**src/rtl/qbcd_pkg.sv**
```systemverilog
package qbcd_pkg;
  localparam int RAW_W = 6;
  localparam int CY_W  = 2;
  localparam int NUM_GEN  = 3;
  localparam int NUM_PROP = 9;

  typedef logic [CY_W-1:0]   carry_t;
  typedef logic [4*CY_W-1:0] cmap_t;   // entry for incoming carry c sits at [2c+1:2c]

  typedef struct packed {
    logic [NUM_GEN-1:0]  gen;    // gen[j]: column total > 10*j+9
    logic [NUM_PROP-1:0] prop;   // prop[k]: column total == 10*(k/3) + 7 + k%3
  } flags_t;

  typedef struct packed {
    carry_t cin;
    carry_t cout;
  } digitStrobe_t;

  function automatic cmap_t composeMap(cmap_t hi, cmap_t lo);
    cmap_t r;
    for (int c = 0; c < 4; c++) begin
      int idx;
      idx = int'(lo[2*c +: 2]);
      r[2*c +: 2] = hi[2*idx +: 2];
    end
    return r;
  endfunction

  function automatic cmap_t leafMap(flags_t f);
    cmap_t r;
    int g;
    int thr;
    g = 0;
    for (int j = 0; j < NUM_GEN; j++) g += int'(f.gen[j]);
    if (f.prop[0] | f.prop[3] | f.prop[6])      thr = 3;
    else if (f.prop[1] | f.prop[4] | f.prop[7]) thr = 2;
    else if (f.prop[2] | f.prop[5] | f.prop[8]) thr = 1;
    else                                        thr = 4;
    for (int c = 0; c < 4; c++) begin
      r[2*c +: 2] = CY_W'(g + ((c >= thr) ? 1 : 0));
    end
    return r;
  endfunction
endpackage

```
**src/rtl/qbcdDatapath.sv**
```systemverilog
module qbcdDatapath
  import qbcd_pkg::*;
#(
  parameter int DIGITS = 4
) (
  input  logic                          clk,
  input  logic                          rstN,
  input  logic [4*DIGITS-1:0]           opA,
  input  logic [4*DIGITS-1:0]           opB,
  input  logic [4*DIGITS-1:0]           opC,
  input  logic [4*DIGITS-1:0]           opD,
  input  digitStrobe_t [DIGITS-1:0]     strobes,
  output flags_t [DIGITS-1:0]           flags,
  output logic [4*DIGITS-1:0]           sumComb
);
  localparam int W = 4 * DIGITS;

  function automatic logic [2*RAW_W-1:0] csa3(logic [RAW_W-1:0] x,
                                              logic [RAW_W-1:0] y,
                                              logic [RAW_W-1:0] z);
    logic [RAW_W-1:0] s;
    logic [RAW_W-1:0] c;
    s = x ^ y ^ z;
    c = (x & y) | (x & z) | (y & z);
    return {c, s};
  endfunction

  for (genvar d = 0; d < DIGITS; d++) begin : g_digit
    logic [RAW_W-1:0] nA, nB, nC, nD;
    logic [RAW_W-1:0] s1, c1, s2, c2;
    logic [RAW_W-1:0] rawSum;
    logic [RAW_W-1:0] withCarry;
    logic [RAW_W-1:0] tenMult;
    logic [RAW_W-1:0] corrected;

    assign nA = RAW_W'(opA[4*d +: 4]);
    assign nB = RAW_W'(opB[4*d +: 4]);
    assign nC = RAW_W'(opC[4*d +: 4]);
    assign nD = RAW_W'(opD[4*d +: 4]);

    assign {c1, s1} = csa3(nA, nB, nC);
    assign {c2, s2} = csa3(s1, c1 << 1, nD);
    assign rawSum   = s2 + (c2 << 1);

    for (genvar j = 0; j < NUM_GEN; j++) begin : g_gen
      assign flags[d].gen[j] = (rawSum > RAW_W'(10 * j + 9));
    end
    for (genvar k = 0; k < NUM_PROP; k++) begin : g_prop
      assign flags[d].prop[k] = (rawSum == RAW_W'(10 * (k / 3) + 7 + (k % 3)));
    end

    assign withCarry = rawSum + RAW_W'(strobes[d].cin);
    assign tenMult   = RAW_W'(strobes[d].cout) * RAW_W'(10);
    assign corrected = withCarry - tenMult;
    assign sumComb[4*d +: 4] = corrected[3:0];

    // correction never underflows and leaves a valid decimal digit
    p_digit_range_r5: assert property (@(posedge clk) disable iff (!rstN)
      (withCarry >= tenMult) && ((withCarry - tenMult) <= RAW_W'(9)))
      else $error("R5 digit %0d out of range", d);

    // valid input digits keep the column total within 36
    p_raw_bound_r2: assert property (@(posedge clk) disable iff (!rstN)
      ((nA <= 9) && (nB <= 9) && (nC <= 9) && (nD <= 9)) |-> (rawSum <= RAW_W'(36)))
      else $error("R2 column %0d total too large", d);
  end

  logic unusedBits;
  assign unusedBits = ^{W};
endmodule

```
**src/rtl/qbcdCarryNet.sv**
```systemverilog
module qbcdCarryNet
  import qbcd_pkg::*;
#(
  parameter int DIGITS = 4
) (
  input  logic                      clk,
  input  logic                      rstN,
  input  flags_t [DIGITS-1:0]       flags,
  output digitStrobe_t [DIGITS-1:0] strobes
);
  localparam int LVL = (DIGITS > 1) ? $clog2(DIGITS) : 0;

  cmap_t stage [LVL+1][DIGITS];

  for (genvar i = 0; i < DIGITS; i++) begin : g_leaf
    assign stage[0][i] = leafMap(flags[i]);
  end

  for (genvar l = 0; l < LVL; l++) begin : g_level
    for (genvar i = 0; i < DIGITS; i++) begin : g_node
      if (i >= (1 << l)) begin : g_comb
        assign stage[l+1][i] = composeMap(stage[l][i], stage[l][i - (1 << l)]);
      end else begin : g_pass
        assign stage[l+1][i] = stage[l][i];
      end
    end
  end

  for (genvar i = 0; i < DIGITS; i++) begin : g_out
    carry_t genCount;
    logic   nearSeven, nearEight, nearNine;

    assign strobes[i].cout = stage[LVL][i][CY_W-1:0];
    if (i == 0) begin : g_low
      assign strobes[i].cin = '0;
    end else begin : g_up
      assign strobes[i].cin = stage[LVL][i-1][CY_W-1:0];
    end

    assign genCount  = CY_W'($countones(flags[i].gen));
    assign nearSeven = flags[i].prop[0] | flags[i].prop[3] | flags[i].prop[6];
    assign nearEight = flags[i].prop[1] | flags[i].prop[4] | flags[i].prop[7];
    assign nearNine  = flags[i].prop[2] | flags[i].prop[5] | flags[i].prop[8];

    // carry out is the threshold count or one more
    p_carry_span_r3: assert property (@(posedge clk) disable iff (!rstN)
      (strobes[i].cout == genCount) || (strobes[i].cout == genCount + 2'd1))
      else $error("R3 carry out of digit %0d off its threshold count", i);

    // the increment happens only on a near-decade remainder with enough carry in
    p_carry_bump_r4: assert property (@(posedge clk) disable iff (!rstN)
      (strobes[i].cout != genCount) |->
        ((nearSeven && strobes[i].cin == 2'd3) ||
         (nearEight && strobes[i].cin >= 2'd2) ||
         (nearNine  && strobes[i].cin >= 2'd1)))
      else $error("R4 unexpected carry increment at digit %0d", i);
  end
endmodule

```
**src/rtl/quad_bcd_adder.sv**
```systemverilog
module quad_bcd_adder
  import qbcd_pkg::*;
#(
  parameter int DIGITS  = 4,
  parameter bit REG_OUT = 1'b1
) (
  input  logic                  clk,
  input  logic                  rstN,
  input  logic [4*DIGITS-1:0]   opA,
  input  logic [4*DIGITS-1:0]   opB,
  input  logic [4*DIGITS-1:0]   opC,
  input  logic [4*DIGITS-1:0]   opD,
  output logic [4*DIGITS-1:0]   sumOut,
  output logic [CY_W-1:0]       carryOut
);
  flags_t [DIGITS-1:0]       flags;
  digitStrobe_t [DIGITS-1:0] strobes;
  logic [4*DIGITS-1:0]       sumComb;

  qbcdDatapath #(.DIGITS(DIGITS)) u_datapath (
    .clk(clk), .rstN(rstN),
    .opA(opA), .opB(opB), .opC(opC), .opD(opD),
    .strobes(strobes), .flags(flags), .sumComb(sumComb)
  );

  qbcdCarryNet #(.DIGITS(DIGITS)) u_carryNet (
    .clk(clk), .rstN(rstN), .flags(flags), .strobes(strobes)
  );

  if (REG_OUT) begin : g_reg
    always_ff @(posedge clk or negedge rstN) begin
      if (!rstN) begin
        sumOut   <= '0;
        carryOut <= '0;
      end else begin
        sumOut   <= sumComb;
        carryOut <= strobes[DIGITS-1].cout;
      end
    end

    // all-zero operands give an all-zero result one clock later
    p_zero_in_r1: assert property (@(posedge clk) disable iff (!rstN)
      (opA == '0 && opB == '0 && opC == '0 && opD == '0) |=> (sumOut == '0 && carryOut == '0))
      else $error("R1 zero operands gave nonzero result");
  end else begin : g_comb
    assign sumOut   = sumComb;
    assign carryOut = strobes[DIGITS-1].cout;
  end
endmodule

```
**config.mk**
```make
export PLATFORM = sky130hd
export DESIGN_NAME = quad_bcd_adder
export DESIGN_NICKNAME = d
export VERILOG_FILES = /design/src/rtl/qbcd_pkg.sv /design/src/rtl/qbcdDatapath.sv /design/src/rtl/qbcdCarryNet.sv /design/src/rtl/quad_bcd_adder.sv
export SDC_FILE = /design/constraint.sdc
export NUM_CORES = 1
export LEC_CHECK = 0
export ABC_AREA = 1
export BUFFER_PORTS_ARGS = -buffer_cell sky130_fd_sc_hd__buf_2
export CAP_MARGIN = 20
export CORE_ASPECT_RATIO = 1.2
export CORE_UTILIZATION = 40
export DETAILED_ROUTE_END_ITERATION = 6
export GPL_ROUTABILITY_DRIVEN = 0
export REMOVE_ABC_BUFFERS = 1
export SLEW_MARGIN = 30
export SYNTH_ARGS = -nofsm -noshare
export SYNTH_HDL_FRONTEND = slang
export SYNTH_SLANG_ARGS = --single-unit
```
**constraint.sdc**
```tcl
create_clock -name clk -period 0.8 [get_ports clk]
set_clock_uncertainty 0.1 [all_clocks]
set_input_delay 0.16 -clock clk [delete_from_list [all_inputs] [get_ports clk]]
set_output_delay 0.16 -clock clk [all_outputs]
set_load 0.03 [all_outputs]
```
## Word level (Yosys, flattened, before mapping)

Index checks and enable logic that the tools add are counted.

| storage, ports and cells | value |
|---|---|
| memory bits (writable) | 0 |
| memories kept | 0 |
| logic and storage cells | 215 |
| output and inout bits | 18 |
| bits in latches | 0 |
| register bits after elaboration | 18 |
| input port bits | 66 |
| bits in read-only memories | 0 |

| cells by class | value |
|---|---|
| reduce and logical (&&, ||, !) cells | 0 |
| eq/ne operators | 36 |
| $mul | 4 |
| add/subtract/negate cells | 32 |
| bitwise gates (word level) | 80 |
| muxes and demuxes | 25 |
| magnitude comparators | 25 |
| shift operators | 11 |
| divide/modulo/power cells | 0 |

Operators by type and width:

| operator | number |
|---|---|
| 32-bit two-way mux | 8 |
| 3-bit by 32-bit greater-or-equal comparator with 1-bit output, first input constant | 6 |
| 6-bit by 5-bit equality test with 1-bit output, second input constant | 24 |
| 1-bit by 32-bit greater-or-equal comparator with 1-bit output, first input constant | 4 |
| 2-bit by 32-bit greater-or-equal comparator with 1-bit output, first input constant | 3 |
| 8-bit by 4-bit indexed part select with 2-bit output | 11 |
| 5-bit OR | 12 |
| 4-bit AND | 12 |
| 6-bit by 4-bit equality test with 1-bit output, second input constant | 8 |
| 6-bit by 5-bit greater-than comparator with 1-bit output, second input constant | 8 |
| 5-bit by 4-bit AND with 5-bit output | 8 |
| 2-bit adder | 17 |
| 4-bit XOR | 8 |
| 6-bit adder | 4 |
| 6-bit by 3-bit equality test with 1-bit output, second input constant | 4 |
| 6-bit by 4-bit greater-than comparator with 1-bit output, second input constant | 4 |
| 1-bit OR | 24 |
| 6-bit by 4-bit XOR with 6-bit output | 4 |
| 6-bit XOR | 4 |
| 5-bit AND | 4 |
| 5-bit by 4-bit OR with 5-bit output | 4 |
| 4-bit subtractor | 4 |
| 1-bit two-way mux | 13 |
| 4-bit by 2-bit adder with 4-bit output | 3 |
| 3 further kinds | 12 |

## Logic depth before layout (Yosys ltp)

Gate-level depths: netlist (run 1).

| logic depth | value |
|---|---|
| depth in word-level cells | 20 |
| depth in mapped cells | 37 |
| depth with buffers taken out | 37 |

## Cells and area by module

Synthesis (run 1) repeated with hierarchy kept, for this count alone.

| second synthesis, totals | value |
|---|---|
| cells, all modules | 638 |
| area total of the unflattened synthesis | 4396.7 sq um |

By module, submodules not included:

| module | cells an instance | area an instance (sq um) | seq. area each (sq um) | instances |
|---|---|---|---|---|
| qbcdDatapath | 357 | 2532.4 | 0.0 | 1 |
| qbcdCarryNet | 263 | 1413.9 | 0.0 | 1 |
| quad_bcd_adder | 18 | 450.4 | 450.4 | 1 |

## Least setup slack after synthesis (run 1)

OpenSTA, ideal clock, no wires.

| timing | value |
|---|---|
| path type | input to register |
| from | in opA[5] |
| to | reg sumOut[15] |
| stages on the path | 33 |
| setup time | 0.113 ns |
| buffers on the path | 1 |
| data required time | 0.587 ns |
| slack | -4.653 ns |
| arrival | 5.240 ns |
| cell sequence | fa_1 -> fa_1 -> ha_1 -> inv_1 -> fa_1 -> inv_1 -> nor2_1 -> nand2_1 -> nor3_2 -> a31oi_1 -> fa_1 -> ha_1 -> clkbuf_2 -> inv_1 -> nand2_2 -> nand2_2 -> nand2_2 -> nand2_4 -> nand2_2 -> nand2_2 -> nand2_2 -> nand2_1 -> fa_1 -> ha_1 -> inv_1 -> o21bai_1 -> inv_1 -> nand2_1 -> nand2_1 -> inv_1 -> nand3_1 -> nand2_1 -> inv_1 |

| between the ends | value |
|---|---|
| cells in the longest elaborated chain, start to end | 20 |
| elaborated cells on any way between the ends | 59 |
| classes of those cells | add/sub: 9; mul: 1; order compare: 7; eq/ne: 9; shift: 7; mux: 7; bitwise: 19 |

RTL lines:

| element | line | text |
|---|---|---|
| start, declared | quad_bcd_adder.sv:9 | `input logic [4*DIGITS-1:0] opA,` |
| 4-bit AND | qbcdDatapath.sv:24 | `c = (x & y) \| (x & z) \| (y & z);` |
| 5-bit OR | qbcdDatapath.sv:24 |  |
| 5-bit by 4-bit OR with 5-bit output | qbcdDatapath.sv:24 |  |
| 5-bit AND | qbcdDatapath.sv:24 |  |
| 5-bit OR (2 in a row) | qbcdDatapath.sv:24 |  |
| 6-bit adder * | qbcdDatapath.sv:43 | `assign rawSum = s2 + (c2 << 1);` |
| 6-bit by 4-bit equality test with 1-bit output or 6-bit by 5-bit equality test with 1-bit output (tied branches) | qbcdDatapath.sv:49 | `assign flags[d].prop[k] = (rawSum == RAW_W'(10 * (k / 3) + 7 + (k % 3)));` |
| 1-bit OR | qbcd_pkg.sv:38 | `else if (f.prop[2] \| f.prop[5] \| f.prop[8]) thr = 1;` |
| [... 3 more ...] | -- |  |
| 32-bit two-way mux | qbcd_pkg.sv:36 | `if (f.prop[0] \| f.prop[3] \| f.prop[6]) thr = 3;` |
| 1-bit by 32-bit greater-or-equal comparator with 1-bit output (tied with other cells) | qbcd_pkg.sv:41 | `r[2*c +: 2] = CY_W'(g + ((c >= thr) ? 1 : 0));` |
| 1-bit two-way mux | qbcd_pkg.sv:41 |  |
| 2-bit adder | qbcd_pkg.sv:41 |  |
| 8-bit by 4-bit indexed part select with 2-bit output (2 in a row) | qbcd_pkg.sv:25 | `r[2*c +: 2] = hi[2*idx +: 2];` |
| 2-bit by 3-bit multiplier with 3-bit output or 4-bit by 2-bit adder with 4-bit output (tied branches) | qbcdDatapath.sv:53, qbcdDatapath.sv:52 |  |
| 4-bit subtractor * | qbcdDatapath.sv:54 | `assign corrected = withCarry - tenMult;` |
| named net sumComb[15] | quad_bcd_adder.sv:18 | `logic [4*DIGITS-1:0] sumComb;` |
| end signal, assigned | quad_bcd_adder.sv:36 | `sumOut <= sumComb;` |
| end, declared | quad_bcd_adder.sv:13 | `output logic [4*DIGITS-1:0] sumOut,` |

Mark *: on every way through the listed nets, which the timed path passes. The rest lies on a longest branch.

## Worst setup path in the final report (run 1)

| timing | value |
|---|---|
| from | in opC[5] |
| to | reg sumOut[15] |

| between the ends | value |
|---|---|
| cells in the longest elaborated chain, start to end | 20 |
| elaborated cells on any way between the ends | 58 |
| classes of those cells | add/sub: 9; mul: 1; order compare: 7; eq/ne: 9; shift: 7; mux: 7; bitwise: 18 |

RTL lines:

| element | line | text |
|---|---|---|
| start, declared | quad_bcd_adder.sv:11 | `input logic [4*DIGITS-1:0] opC,` |
| 4-bit AND | qbcdDatapath.sv:24 |  |
| 5-bit OR | qbcdDatapath.sv:24 |  |
| 5-bit by 4-bit OR with 5-bit output | qbcdDatapath.sv:24 |  |
| 5-bit AND | qbcdDatapath.sv:24 |  |
| 5-bit OR (2 in a row) | qbcdDatapath.sv:24 |  |
| 6-bit adder * | qbcdDatapath.sv:43 |  |
| 6-bit by 4-bit equality test with 1-bit output or 6-bit by 5-bit equality test with 1-bit output (tied branches) | qbcdDatapath.sv:49 |  |
| 1-bit OR | qbcd_pkg.sv:38 |  |
| [... 3 more ...] | -- |  |
| 32-bit two-way mux | qbcd_pkg.sv:36 |  |
| 1-bit by 32-bit greater-or-equal comparator with 1-bit output (tied with other cells) | qbcd_pkg.sv:41 |  |
| 1-bit two-way mux | qbcd_pkg.sv:41 |  |
| 2-bit adder | qbcd_pkg.sv:41 |  |
| 8-bit by 4-bit indexed part select with 2-bit output (2 in a row) | qbcd_pkg.sv:25 |  |
| 2-bit by 3-bit multiplier with 3-bit output or 4-bit by 2-bit adder with 4-bit output (tied branches) | qbcdDatapath.sv:53, qbcdDatapath.sv:52 |  |
| 4-bit subtractor * | qbcdDatapath.sv:54 |  |
| named net sumComb[15] | quad_bcd_adder.sv:18 |  |

Marks and branches as above.

==> flow_metrics.py, run 1 <==
metrics = {
    "placement": {
        "dpl_worst_slack_ps": -5200,
        "dp.cells": 987,
        "port_buffers": 83,
        "hpwl_um": 10500,
    },
    "floorplanning": {
        "die_y_um": 116,
        "core_area_mm2": 0.0106,
        "fp-row-count": 41,
        "io_pins": 84,
        "initial_core_util": 0.411,
        "dieWidth_um": 97.1,
        "floorplan.die_area_mm2": 0.0113,
    },
    "worst_setup_path": {
        "endpoint_kind": "register",
        "crit_slowest_cell": "fa_2",
        "cp.required_ps": 840,
        "criticalPathCategory": "in -> reg",
        "cp-start-kind": "input pin",
        "crit_fanout": 4,
        "max_stage_delay_ps": 730,
        "arrival_ps": 5470,
        "crit_top_cell": "nand2_2",
    },
    "global_route": {
        "grt_max_degree": 19,
        "grt_usage": 0.224,
        "grt_pass1_vias": 5073,
        "antenna_found_initial": 0,
        "gr-total-overflow": 0,
        "grt_pass1_wl_um": 21200,
    },
    "route": {
        "wirelength_um": 12800,
        "detail-route-antenna-nets": 0,
        "drtPass1Iterations": 4,
        "via_per_inst": 4.98,
        "vias": 5029,
        "post_drt_wl_per_cell_um": 12.7,
        "post-route-drc-count": 0,
        "drtIter0Drc": 168,
    },
    "worst_hold_path": {
        "hold_path.class": "in -> reg",
    },
    "timing": {
        "fin_crit_sh": 6.78,
        "max_freq_mhz": 184,
        "tns_ps": -69120,
        "fin_ws_ps": -4620,
        "rsz0062_at_grt": "true",
        "final_hold_viol_count": 0,
        "fin_crit_ps": 5420,
        "drv_slew": 0,
        "finalSetupViolCount": 36,
    },
    "synthesis": {
        "synth_cell_types": 36,
        "yosys_warnings": 0,
        "seq_area_frac_synth": 0.104,
        "synth_cells": 669,
        "synth_seq_cells": 18,
        "syn_avg_cell_area_um2": 6.50,
        "synth_area_mm2": 0.00435,
    },
    "finish": {
        "layout_common_cells": "nand2_1 (219), buf_4 (114), inv_1 (91), nand3_1 (67), buf_2 (62)",
        "post-route-util": 0.629,
        "area_growth_pct": 53.0,
        "layout_commonest_cell": "nand2_1",
        "final_cells": 1009,
        "fin_nets": 1033,
        "num_antenna_cells": 0,
        "drive_above_1_share": 0.399,
    },
    "job": {
        "maxCapViolCount": 0,
    },
    "cts": {
        "cts_max_level": 1,
        "cts_tree": "done",
        "clock_sinks": 18,
        "clkSlewWorstSetupHoldPaths_ps": 60,
        "numCtsBuffers": 3,
        "clockBufferDepth": 2,
        "root_buffer": "clkbuf_16",
    },
    "run_status": {
        "outcome": "finished with violations",
        "failed_checks": "negative setup slack",
    },
}
==> cells by family (layout without fill, tap and decap cells) <==
group	count (synthesis)	after routing	synth area share
AND/OR/NAND/NOR	390	390	0.386
flip-flops	18	18	0.104
buffers and inverters	125	333	0.116
adder cells (fa/ha/maj)	86	86	0.317
other	1	4	0.000863
XOR/XNOR	13	13	0.0262
AO/OA/AOI/OAI	36	36	0.0504
==> per-stage QoR <==
| step | area, um^2 | hold slack (ps) |
|---|---|---|
| after floorplan | 4300 | -236 |
| after CTS | 6410 | 45.0 |
| after detailed placement | 5720 | -3.57 |
| after global placement | 5720 | -7.15 |
| final | 6650 | 44.9 |
| after global routing | 6650 | 42.8 |
==> Yosys cell counts (all sizes together) <==
cell    instances  share of area
a21o            4         0.0069
a21oi           9          0.012
a31o            1         0.0020
a31oi           2         0.0029
buf             6          0.012
clkbuf          1         0.0012
conb            1        0.00086
dfrtp          18           0.10
fa             40           0.18
ha             46           0.13
inv           118           0.10
nand2         266           0.25
nand3          77          0.090
nand3b          2         0.0035
nand4           4         0.0058
nor2           31          0.027
nor3            7          0.010
nor4            1         0.0014
o211ai          3         0.0052
o21ai          14          0.016
o21bai          2         0.0035
o31ai           1         0.0017
or2             2         0.0029
xnor2           5          0.010
xor2            8          0.016
==> registers in the layout, indices dropped and copies added, names as in the netlist <==
name,cells
sumOut,16
carryOut,2
==> path summary, 6_finish.rpt <==
| path | startpoint | to | cells after the start |
|---|---|---|---|
| max in group asynchronous | rstN | sumOut[10]$_DFF_PN0_ | 3 |
| hold / removal | opD[0] | sumOut[0]$_DFF_PN0_ | 2 |
| min in group asynchronous | rstN | sumOut[14]$_DFF_PN0_ | 3 |
| setup / recovery | opC[5] | sumOut[15]$_DFF_PN0_ | 32 |
==> per-layer routing <==
metal | track usage | part of all wire
met5 | 0 | 0
met4 | 0.0627 | 0.021
met3 | 0.0156 | 0.028
met1 | 0.239 | 0.39
met2 | 0.470 | 0.56
==> cell type report <==
class	instances	area, um^2
Sequential cell	18	450
Tap cell	129	161
Fill cell	943	3920
Timing Repair Buffer	211	1570
Inverter	118	458
Clock buffer	4	88.8
Multi-Input combinational cell	529	3920
==> critical path, delay by kind of cell <==
family | cells | cell delay [ps]
adders and majority gates | 8 | 3440
and+or+nand+nor | 15 | 1240
buffers and inverters | 7 | 370
AOI/OAI and AO/OA | 2 | 240
==> timing repair <==
action / CTS / global route
buffers inserted: 14 / 4
resized for setup: 126 / 58
pin swaps: 40 / 42
hold endpoints to repair: 18 / 0
cloned: 0 / 0
setup endpoints to repair: 36 / 36
hold buffers: 1 / 0
Power of run 1 is left out: the tool's default activity adds up to more than one toggle a clock period on the data nets, which glitch-free logic cannot reach.
==> run 2, diff against run 1 <==
==> constraint.sdc (replaced) <==
create_clock -name clk -period 6.4 [get_ports clk]
set_clock_uncertainty 0.1 [all_clocks]
set_input_delay 1.28 -clock clk [delete_from_list [all_inputs] [get_ports clk]]
set_output_delay 1.28 -clock clk [all_outputs]
set_load 0.03 [all_outputs]
==> run 2 against run 1 <==
  * The run still ends with negative setup slack left
  * Critical path depth is 1 lower
  * Via count decreased by 3.6%
  * Sequential share of layout area up 0.62 points
  * Utilization shrank 5.2 points
  * Global-route usage decreased by 1.2 points
  * Final cell count shrank 3.4%
  * Non-clock buffer count fell by 34
  * Setup slack improved by 4500 ps
  * Design area fell by 8.3%
  * Clock-buffer cell count is the same
  * Hold slack better by 810 ps
==> flow_metrics.py, run 2 (same netlist as run 1, synthesis figures left out) <==
metrics = {
    "placement": {
        "port_buffers": 83,
        "hpwl_um": 9990,
        "dp.cells": 960,
        "placed_area_mm2": 0.00551,
    },
    "cts": {
        "clockBufferDepth": 2,
        "cts_tree": "done",
        "numCtsBuffers": 3,
        "root_buffer": "clkbuf_16",
        "postCtsHoldBufs": 0,
        "clkSlewWorstSetupHoldPaths_ps": 50,
        "cts_max_level": 1,
        "clock_sinks": 18,
    },
    "route": {
        "detail-route-antenna-nets": 0,
        "vias": 4850,
        "via_per_inst": 4.97,
        "post_drt_wl_per_cell_um": 12.4,
        "post-route-drc-count": 0,
        "wirelength_um": 12100,
        "drtIter0Drc": 180,
        "drtPass1Iterations": 5,
    },
    "floorplanning": {
        "fp-row-count": 41,
        "floorplan.die_area_mm2": 0.0113,
        "dieWidth_um": 97.1,
        "io_pins": 84,
        "die_y_um": 116,
        "core_area_mm2": 0.0106,
        "initial_core_util": 0.411,
    },
    "global_route": {
        "grt_pass1_vias": 4780,
        "gr-total-overflow": 0,
        "grt_usage": 0.212,
        "antenna_found_initial": 0,
        "grt_pass1_wl_um": 20000,
        "grt_max_degree": 19,
    },
    "timing": {
        "fin_ws_ps": -111,
        "drv_slew": 0,
        "fin_crit_sh": 1.02,
        "finalSetupViolCount": 2,
        "final_hold_viol_count": 0,
        "rsz0062_at_grt": "true",
        "max_freq_mhz": 154,
        "fin_crit_ps": 6510,
    },
    "finish": {
        "top_register": "sumOut",
        "layout_commonest_cell": "nand2_1",
        "final_area_mm2": 0.00609,
        "fill_cells": 972,
        "drive_above_1_share": 0.340,
        "largest_reg_flops": 16,
        "num_antenna_cells": 0,
        "area_growth_pct": 40.2,
        "final_cells": 975,
        "fin_nets": 999,
        "layout_common_cells": "nand2_1 (227), inv_1 (101), buf_4 (86), buf_2 (81), nand3_1 (68)",
        "largest_registers": "sumOut x16, carryOut x2",
    },
    "worst_setup_path": {
        "max_stage_delay_ps": 740,
        "cp-start-kind": "input pin",
        "endpoint_kind": "register",
        "crit_top_cell": "inv_2",
        "crit_slowest_cell": "fa_2",
        "crit_fanout": 5,
        "cp.required_ps": 6450,
        "arrival_ps": 6560,
        "criticalPathCategory": "in -> reg",
    },
    "run_status": {
        "outcome": "finished with violations",
        "failed_checks": "negative setup slack",
    },
    "worst_hold_path": {
        "hold_path.class": "in -> async",
    },
    "job": {
        "maxCapViolCount": 0,
    },
}
## run 2: worst paths after layout
| check | slack, ps | end | startpoint |
|---|---|---|---|
| worst max-delay path | -110 | sumOut[15]$_DFF_PN0_ | opA[5] |
| worst min-delay path | 850 | sumOut[2]$_DFF_PN0_ | rstN |
| max in group asynchronous | 5060 | carryOut[1]$_DFF_PN0_ | rstN |
| min in group clk | 1160 | sumOut[0]$_DFF_PN0_ | opD[0] |
## run 2: layout make-up
cell class,count,area [um^2],share of cell area
clock buffer,4,88.8,0.0146
multi-input combinational,529,3770,0.618
tap,129,161,0.0265
inverter,118,453,0.0743
timing repair buffer,177,1170,0.192
sequential,18,450,0.0739
## run 2: timing repair
action | CTS | global route
pin swaps | 35 | 23
setup endpoints to repair | 5 | 7
setup buffers | 8 | 3
endpoints found under the hold margin | 0 | 0
resized for setup | 68 | 33
## run 2: critical path, delay by kind of cell
family                     cells  cell delay, ps
AOI/OAI and AO/OA              2             230
adders and majority gates      8            3470
buffers and inverters          9             550
and+or+nand+nor               12            1040
## run 2: per-layer routing
layer	routed length, um	up-vias	track usage
met5	0	-	0
met3	409	26	0.0186
li1	-	2427	-
met4	216	0	0.0557
met1	4700	2264	0.229
met2	6730	133	0.439
## run 2: stage by stage
step / TNS, ps / util / hold WS [ps] / setup WS, ps
finish: -203 / 0.577 / 852 / -111
global route: -749 / 0.577 / 895 / -364
CTS: -37.1 / 0.562 / 866 / -37.1
detailed placement: -2600 / 0.522 / 1130 / -601
global placement: -1590 / 0.522 / 1130 / -465
floorplan: -211 / - / 884 / -152
Power of run 2 is left out for the same reason.
==> run 3, diff against run 2 <==
--- a/config.mk
+++ b/config.mk
@@ -11,7 +11,6 @@
 export CORE_ASPECT_RATIO = 1.2
 export CORE_UTILIZATION = 40
 export DETAILED_ROUTE_END_ITERATION = 6
-export GPL_ROUTABILITY_DRIVEN = 0
 export REMOVE_ABC_BUFFERS = 1
 export SLEW_MARGIN = 30
 export SYNTH_ARGS = -nofsm -noshare
==> constraint.sdc (replaced) <==
create_clock -name clk -period 6.3 [get_ports clk]
set_clock_uncertainty 0.1 [all_clocks]
set_input_delay 1.26 -clock clk [delete_from_list [all_inputs] [get_ports clk]]
set_output_delay 1.26 -clock clk [all_outputs]
set_load 0.03 [all_outputs]
==> run 3 against run 2 <==
  * The flow still finishes with violations (negative setup slack)
  * Die area did not move
  * Non-clock buffer count rose by 20
  * Global-route usage is 0.25 points lower
  * Hold slack got worse by 15 ps
  * Critical path depth down 2
  * Sequential cell count stayed put
  * Via count is 0.80% higher
  * Sequential share of layout area fell by 0.30 points
  * Setup slack gained 70 ps
  * Routed wire length is 0.77% higher
  * Critical endpoint is now sumOut[11]$_DFF_PN0_
  * Highest routed layer unchanged
==> flow_metrics.py, run 3 (same netlist as run 1, synthesis figures left out) <==
metrics = {
    "run_status": {
        "outcome": "finished with violations",
        "failed_checks": "negative setup slack",
    },
    "cts": {
        "root_buffer": "clkbuf_16",
        "cts_tree": "done",
        "clockBufferDepth": 2,
        "clkSlewWorstSetupHoldPaths_ps": 60,
        "clock_sinks": 18,
        "numCtsBuffers": 3,
        "cts_max_level": 1,
    },
    "timing": {
        "rsz0062_at_grt": "true",
        "tns_ps": -63.7,
        "fin_ws_ps": -41.1,
        "fin_crit_sh": 1.01,
        "max_freq_mhz": 158,
        "fin_crit_ps": 6340,
        "final_hold_viol_count": 0,
        "drv_slew": 0,
        "finalSetupViolCount": 2,
    },
    "floorplanning": {
        "die_y_um": 116,
        "io_pins": 84,
        "floorplan.die_area_mm2": 0.0113,
        "dieWidth_um": 97.1,
        "fp-row-count": 41,
        "initial_core_util": 0.411,
        "core_area_mm2": 0.0106,
    },
    "global_route": {
        "grt_util_met3": 0.0132,
        "gr-total-overflow": 0,
        "grt_usage": 0.209,
        "grt_pass1_wl_um": 19700,
        "grtUsageMet2": 0.433,
        "grt_pass1_vias": 4759,
        "busiest_layer": "met2",
        "antenna_found_initial": 0,
        "grt_util_met1": 0.223,
        "grt_max_degree": 19,
    },
    "finish": {
        "largest_reg_flops": 16,
        "top_register": "sumOut",
        "num_antenna_cells": 0,
        "fill_cells": 966,
        "drive_above_1_share": 0.389,
        "layout_commonest_cell": "nand2_1",
        "area_growth_pct": 46.2,
        "largest_registers": "sumOut x16, carryOut x2",
        "fin_nets": 1019,
        "layout_common_cells": "nand2_1 (214), buf_4 (109), inv_1 (92), buf_2 (82), nand3_1 (68)",
    },
    "route": {
        "vias": 4889,
        "drtPass1Iterations": 4,
        "via_per_inst": 4.91,
        "post_drt_wl_per_cell_um": 12.2,
        "wirelength_um": 12100,
        "drtIter0Drc": 184,
        "post-route-drc-count": 0,
        "detail-route-antenna-nets": 0,
    },
    "job": {
        "maxCapViolCount": 0,
    },
    "worst_setup_path": {
        "timing.critical_path.from": "opC[5]",
        "cpLargestDelayFamily": "adder cells",
        "cp.required_ps": 6350,
        "criticalPathCategory": "in -> reg",
        "cp-start-kind": "input pin",
        "max_stage_delay_ps": 680,
        "cp.buffers_inverters": 6,
        "crit_fanout": 6,
        "arrival_ps": 6390,
        "crit_slowest_cell": "fa_2",
        "endpoint_kind": "register",
        "crit_top_cell": "nand2_1",
    },
    "placement": {
        "gp_congestion": 0.892,
        "hpwl_um": 9960,
        "port_buffers": 83,
    },
    "worst_hold_path": {
        "hold_path.class": "in -> async",
    },
}
[run 3: changes by cell type in the layout (fill, tap and decap cells not counted), sizes merged]
cell / delta
buf: +20
[run 3: repair_timing]
item                       in CTS  in global routing
setup endpoints to repair       7                  7
pin swaps                      26                 55
resized for setup              52                 85
hold buffers                    0                  0
buffers inserted                2                 10
[run 3: metrics by stage]
stage / utilization / instances / setup slack (ps) / hold WS, ps / instance area [um^2]
after floorplan: - / 665 / -232 / 864 / 4300
after global placement: 0.535 / 979 / -595 / 1120 / 5660
after detailed placement: 0.535 / 979 / -693 / 1120 / 5660
after CTS: 0.567 / 985 / -198 / 854 / 5990
after global routing: 0.601 / 995 / -301 / 877 / 6350
final: 0.601 / 995 / -41.1 / 837 / 6350
[run 3: final timing paths]
kind	to	slack, ps	cells past startpoint
min	sumOut[14]$_DFF_PN0_	840	1
max	sumOut[11]$_DFF_PN0_	-40	29
max in group asynchronous	sumOut[5]$_DFF_PN0_	4960	1
min in group clk	sumOut[0]$_DFF_PN0_	1140	2
[run 3: cell type report]
cell class                 instances  area (um^2)  area share
inverter                         118          460      0.0725
sequential                        18          450      0.0709
clock buffer                       4         88.8      0.0140
timing repair buffer             197         1310       0.205
multi-input combinational        529         3890       0.612
tap                              129          161      0.0254
[run 3: per-layer routing]
metal	share of wire	wire (um)
met5	0	0
met4	0.026	315
met3	0.030	363
met2	0.56	6750
met1	0.39	4720
Power of run 3 is left out for the same reason.
